**config.mk**
```make
export PLATFORM = sky130hd
export DESIGN_NAME = offset_decade_counter
export DESIGN_NICKNAME = d
export VERILOG_FILES = /design/src/rtl/odc_pkg.sv /design/src/rtl/odc_load_ctl.sv /design/src/rtl/odc_core.sv /design/src/rtl/odc_decode.sv /design/src/rtl/offset_decade_counter.sv
export SDC_FILE = /design/constraint.sdc
export NUM_CORES = 1
export LEC_CHECK = 0
export BUFFER_PORTS_ARGS = -buffer_cell sky130_fd_sc_hd__buf_2
export CORE_AREA = 3 3 40 42
export CTS_BUF_LIST = sky130_fd_sc_hd__clkbuf_4
export CTS_CLUSTER_SIZE = 8
export DETAILED_ROUTE_END_ITERATION = 10
export DIE_AREA = 0 0 43 45
export GPL_ROUTABILITY_DRIVEN = 0
export MAX_ROUTING_LAYER = met4
export PLACE_DENSITY = 0.56
export SYNTH_ARGS = -nofsm -noshare
export SYNTH_HDL_FRONTEND = slang
export SYNTH_SLANG_ARGS = --single-unit
```
**constraint.sdc**
```tcl
create_clock -name clk -period 1.82 [get_ports clk]
set_input_delay 0.273 -clock clk [delete_from_list [all_inputs] [get_ports clk]]
set_output_delay 0.273 -clock clk [all_outputs]
set_load 0.01 [all_outputs]
```
**src/rtl/odc_pkg.sv**
```systemverilog
package odc_pkg;

    // Default geometry: 4-bit core, ten states at the top of the range
    localparam int DEF_WIDTH   = 4;
    localparam int DEF_MODULUS = 10;

    // Outputs carried through the top as one bundle
    typedef struct packed {
        logic [DEF_WIDTH-1:0] raw;
        logic [DEF_WIDTH-1:0] digit;
        logic                 term;
    } odc_view_t;

    // Control decision for the loadable core
    typedef enum logic [1:0] {
        ODC_HOLD = 2'b00,
        ODC_INCR = 2'b01,
        ODC_LOAD = 2'b10
    } odc_op_t;

    // Lowest legal code for a counter of width w and modulus m
    function automatic int odc_first(input int w, input int m);
        return (1 << w) - m;
    endfunction

    // Highest code of a w-bit counter
    function automatic int odc_last(input int w);
        return (1 << w) - 1;
    endfunction

endpackage

```
**src/rtl/odc_load_ctl.sv**
```systemverilog
module odc_load_ctl
    import odc_pkg::*;
#(
    parameter int WIDTH   = DEF_WIDTH,
    parameter int MODULUS = DEF_MODULUS
) (
    input  logic             rst,
    input  logic             cnt_en,
    input  logic [WIDTH-1:0] state,
    output odc_op_t          op,
    output logic [WIDTH-1:0] load_val,
    output logic             at_top
);
    localparam logic [WIDTH-1:0] FIRST_V = WIDTH'(odc_first(WIDTH, MODULUS));
    localparam logic [WIDTH-1:0] LAST_V  = WIDTH'(odc_last(WIDTH));

    assign at_top   = (state == LAST_V);
    assign load_val = FIRST_V;

    // Clear outranks counting; a wrap from the top code is a load of FIRST_V
    always_comb begin
        if (rst)
            op = ODC_LOAD;
        else if (cnt_en && at_top)
            op = ODC_LOAD;
        else if (cnt_en)
            op = ODC_INCR;
        else
            op = ODC_HOLD;
    end
endmodule

```
**src/rtl/odc_core.sv**
```systemverilog
module odc_core
    import odc_pkg::*;
#(
    parameter int WIDTH = DEF_WIDTH
) (
    input  logic             clk,
    input  odc_op_t          op,
    input  logic [WIDTH-1:0] load_val,
    output logic [WIDTH-1:0] state
);
    // Plain loadable binary counter
    always_ff @(posedge clk) begin
        unique case (op)
            ODC_LOAD: state <= load_val;
            ODC_INCR: state <= state + WIDTH'(1);
            default:  state <= state;
        endcase
    end
endmodule

```
**src/rtl/odc_decode.sv**
```systemverilog
module odc_decode
    import odc_pkg::*;
#(
    parameter int WIDTH   = DEF_WIDTH,
    parameter int MODULUS = DEF_MODULUS
) (
    input  logic [WIDTH-1:0] state,
    output logic [WIDTH-1:0] digit
);
    localparam int FIRST = odc_first(WIDTH, MODULUS);

    // One match line per legal code
    logic [MODULUS-1:0] hit;

    for (genvar g = 0; g < MODULUS; g++) begin : g_match
        assign hit[g] = (state == WIDTH'(FIRST + g));
    end

    // Illegal codes are don't-care; they fall through to a wrapped offset
    always_comb begin
        digit = state - WIDTH'(FIRST);
        for (int k = 0; k < MODULUS; k++) begin
            if (hit[k])
                digit = WIDTH'(k);
        end
    end
endmodule

```
**src/rtl/offset_decade_counter.sv**
```systemverilog
module offset_decade_counter
    import odc_pkg::*;
#(
    parameter int WIDTH   = DEF_WIDTH,
    parameter int MODULUS = DEF_MODULUS
) (
    input  logic             clk,
    input  logic             rst,
    input  logic             cnt_en,
    output logic [WIDTH-1:0] state_o,
    output logic [WIDTH-1:0] digit_o,
    output logic             term_o
);
    odc_op_t          op;
    logic [WIDTH-1:0] load_val;
    logic [WIDTH-1:0] state;
    logic [WIDTH-1:0] digit;
    logic             at_top;

    odc_load_ctl #(.WIDTH(WIDTH), .MODULUS(MODULUS)) u_ctl (
        .rst      (rst),
        .cnt_en   (cnt_en),
        .state    (state),
        .op       (op),
        .load_val (load_val),
        .at_top   (at_top)
    );

    odc_core #(.WIDTH(WIDTH)) u_core (
        .clk      (clk),
        .op       (op),
        .load_val (load_val),
        .state    (state)
    );

    odc_decode #(.WIDTH(WIDTH), .MODULUS(MODULUS)) u_dec (
        .state (state),
        .digit (digit)
    );

    assign state_o = state;
    assign digit_o = digit;
    assign term_o  = at_top & cnt_en;
endmodule

```
==> metrics.txt <==
# TYPE chip_impl_metric gauge
chip_impl_metric{name="synthToLayoutAreaGrowth",unit="%"} 48.5
chip_impl_info{name="capturing_element_type_of_the_critical_path",value="primary output"} 1
chip_impl_metric{name="height_of_the_die",unit="um"} 45
chip_impl_metric{name="asyncSetResetFlopFracSynth",unit=""} 0
chip_impl_metric{name="power.density",unit="nW/um2"} 576
chip_impl_metric{name="synth_cell_area",unit="um2"} 423
chip_impl_metric{name="drt_iter0_drc",unit=""} 5
chip_impl_metric{name="die_width",unit="um"} 43
chip_impl_metric{name="syn-mean-instance-area",unit="um2"} 8.46
chip_impl_metric{name="grt_antenna_before_repair",unit=""} 0
chip_impl_metric{name="number_of_global_route_vias_before_repair",unit=""} 380
chip_impl_metric{name="layout.filler_cells",unit=""} 132
chip_impl_metric{name="cts_sinks",unit=""} 4
chip_impl_metric{name="yosysWarnings",unit=""} 0
chip_impl_metric{name="hpwlAfterDp",unit="um"} 661
chip_impl_metric{name="hold_bufs_inserted_after_cts",unit=""} 0
chip_impl_metric{name="worstPathMaxFanout",unit=""} 8
chip_impl_metric{name="grt_max_degree",unit=""} 11
chip_impl_metric{name="dieArea",unit="um2"} 1940
chip_impl_metric{name="grt-ovfl-total",unit=""} 0
chip_impl_metric{name="largest_register_ffs",unit=""} 4
chip_impl_metric{name="synth_enable_flop_cells",unit=""} 4
chip_impl_info{name="ys_top_cells_by_area",value="sky130_fd_sc_hd__edfxtp_1 (28%), sky130_fd_sc_hd__ha_1 (15%), sky130_fd_sc_hd__nor2_1 (8.0%)"} 1
chip_impl_metric{name="worstPathRequired",unit="ps"} 1550
chip_impl_metric{name="timing.final.crit_share",unit=""} 1.03
chip_impl_metric{name="numPortBuffers",unit=""} 11
chip_impl_metric{name="placement_rows",unit=""} 13
chip_impl_metric{name="final_net_count",unit=""} 81
chip_impl_metric{name="timing.final.ws_setup",unit="ps"} -52.9
chip_impl_metric{name="ir_worst_vdd",unit="V"} 0.000378
chip_impl_info{name="synth_top_area_cell",value="sky130_fd_sc_hd__edfxtp_1"} 1
chip_impl_metric{name="clock_slew_seen_by_the_registers_of_the_worst_setup_and_hold_paths",unit="ps"} 40
chip_impl_metric{name="synth_cell_type_count",unit=""} 22
chip_impl_metric{name="timing.max_slew.rel_slack",unit=""} 0.782
chip_impl_info{name="synth_most_common_cell",value="sky130_fd_sc_hd__nor2_1"} 1
chip_impl_metric{name="finalMaxSlewViolations",unit=""} 0
chip_impl_metric{name="synth_top_area_share",unit=""} 0.284
chip_impl_metric{name="post_synth_inst_count",unit=""} 50
chip_impl_metric{name="fmax",unit="GHz"} 0.534
chip_impl_metric{name="fp.coreArea",unit="um2"} 1280
chip_impl_metric{name="antenna_cells",unit=""} 0
chip_impl_metric{name="initial_core_util",unit=""} 0.329
chip_impl_info{name="ys_dominant_reg_cell",value="sky130_fd_sc_hd__edfxtp_1"} 1
chip_impl_metric{name="ctsLongestPathBuffers",unit=""} 2
chip_impl_info{name="timing.critical_path.from_type",value="flip-flop"} 1
chip_impl_metric{name="cts_inserted_buffers",unit=""} 3
chip_impl_metric{name="detail_route.drc_violations",unit=""} 0
chip_impl_metric{name="cts_max_level",unit=""} 1
chip_impl_metric{name="gr-usage-all-layers",unit=""} 0.118
chip_impl_metric{name="routed_via_density",unit=""} 4.84
chip_impl_info{name="holdCritStartpoint",value="rst"} 1
chip_impl_metric{name="detail_route.wirelength",unit="um"} 971
chip_impl_metric{name="report.final.setup_viol",unit=""} 2
chip_impl_metric{name="reg2reg_depth",unit=""} 5
chip_impl_info{name="rr_endpoint",value="u_core.state[1]"} 1
chip_impl_metric{name="synth_nets",unit=""} 58
chip_impl_info{name="min_path_type",value="in -> reg"} 1
chip_impl_metric{name="minimum_clock_period",unit="ps"} 1870
chip_impl_info{name="register_with_the_most_flip_flops",value="u_core.state"} 1
chip_impl_info{name="whs_endpoint",value="u_core.state[2]"} 1
chip_impl_metric{name="final_core_util",unit=""} 0.489
chip_impl_metric{name="clock_insertion_delay_worst_skew",unit="ps"} 240
chip_impl_metric{name="grt_pass1_wl",unit="mm"} 1.59
chip_impl_metric{name="reg2reg_slack",unit="ps"} 220
chip_impl_metric{name="detail-route-antenna-nets",unit=""} 0
chip_impl_info{name="grt_setup_unrepaired",value="true"} 1
chip_impl_metric{name="worst_case_clock_skew",unit="ps"} 1.98
chip_impl_info{name="tritoncts",value="yes"} 1
chip_impl_info{name="timing.rr.start",value="u_core.state[1]"} 1
chip_impl_metric{name="post_drt_wl_per_cell",unit="um"} 11.3
chip_impl_metric{name="arrival",unit="ps"} 1600
chip_impl_metric{name="vias",unit=""} 416
chip_impl_info{name="synth.cells.most_frequent",value="sky130_fd_sc_hd__nor2_1 (9), sky130_fd_sc_hd__ha_1 (5)"} 1
chip_impl_metric{name="p_total",unit="uW"} 362
chip_impl_metric{name="layout-drive-gt1-share",unit=""} 0.535
chip_impl_metric{name="timing.max_cap.violations",unit=""} 0
chip_impl_info{name="largestRegisters",value="u_core.state: 4 flops"} 1
chip_impl_metric{name="fin_setup_tns",unit="ps"} -68.6
chip_impl_info{name="criticalPathCategory",value="reg -> out"} 1
chip_impl_metric{name="yosysSeqAreaShare",unit=""} 0.284
chip_impl_metric{name="fin_worst_hold_slack",unit="ps"} 337
chip_impl_info{name="failed_checks",value="negative setup slack"} 1
chip_impl_info{name="cts-root-buf",value="sky130_fd_sc_hd__clkbuf_4"} 1
chip_impl_metric{name="hold_violations",unit=""} 0
chip_impl_metric{name="hold_path_depth",unit=""} 3
chip_impl_metric{name="detail_route.first_pass.iterations",unit=""} 4
chip_impl_metric{name="power.leakage",unit="nW"} 0.294
chip_impl_metric{name="num_ports",unit=""} 12
chip_impl_metric{name="timing_worst_slew_pin_value",unit="ps"} 327
chip_impl_metric{name="synth_seq_cells",unit=""} 4
chip_impl_info{name="run_status",value="finished, violations left"} 1
[power by group]
group / internal [mW] / switching [mW] / leakage, nW
sequential: 0.109 / 0.00881 / 0.0379
combinational: 0.0692 / 0.0642 / 0.243
clock: 0.0738 / 0.0368 / 0.0138
[cells in the final DEF (no fill, tap or decap), types with 3 or more instances in the layout]
cell type,count
sky130_fd_sc_hd__a21oi_1,3
sky130_fd_sc_hd__buf_2,11
sky130_fd_sc_hd__buf_4,7
sky130_fd_sc_hd__clkbuf_4,3
sky130_fd_sc_hd__edfxtp_1,4
sky130_fd_sc_hd__ha_4,3
sky130_fd_sc_hd__inv_1,3
sky130_fd_sc_hd__nand2_1,4
sky130_fd_sc_hd__nor2_1,8
[repair_timing]
item | 4_1_cts | 5_1_grt
setup buffers | 3 | 2
pin swaps | 4 | 4
endpoints found under the setup margin | 4 | 4
gates resized for setup | 12 | 3
[final cells by class]
| type | instances | area, um2 | share of cell area |
|---|---|---|---|
| repair buffers | 20 | 130 | 0.207 |
| well taps | 15 | 18.8 | 0.0299 |
| multi-input cells | 40 | 322 | 0.512 |
| inverters | 4 | 15.0 | 0.0239 |
| flip-flops and latches | 4 | 120 | 0.191 |
| clock buffers | 3 | 22.5 | 0.0359 |
[per-stage QoR]
step / instance area, um2 / instances / setup WS [ps]
finish: 628 / 86 / -52.9
global route: 628 / 86 / -104
CTS: 608 / 84 / -52.5
detailed placement: 508 / 78 / 75.1
global placement: 508 / 78 / 107
floorplan: 423 / 50 / 139
[layer usage]
layer,vias up,share of wire,global-route usage
met1,184,0.44,0.140
met2,12,0.49,0.174
met3,2,0.048,0.0239
li1,218,-,-
met4,0,0.015,0.0904
met5,-,0,-
[logic make-up after synthesis]
kind of cell,synth area share
xor+xnor,0.0207
simple gates,0.237
buf+inv,0.0799
compound gates,0.231
fa+ha+maj,0.148
flops,0.284
[critical path: stages (launching register included)]
cell and delay (ps):
sky130_fd_sc_hd__edfxtp_1 500, sky130_fd_sc_hd__ha_4 250, sky130_fd_sc_hd__o31a_2 330, sky130_fd_sc_hd__a21oi_2 100, sky130_fd_sc_hd__a21oi_1 40, sky130_fd_sc_hd__buf_2 150
[worst max path at each step]
stage | startpoint | depth (start not counted) | to | slack, ps
finish | u_core.state[1] | 5 | digit_o[2] | -50
global route | u_core.state[1] | 5 | digit_o[2] | -100
CTS | u_core.state[1] | 6 | digit_o[3] | -50
detailed placement | u_core.state[0] | 6 | digit_o[0] | 80
global placement | u_core.state[0] | 6 | digit_o[0] | 110
floorplan | u_core.state[0] | 5 | digit_o[3] | 140
(Power assumes the default switching activity.)
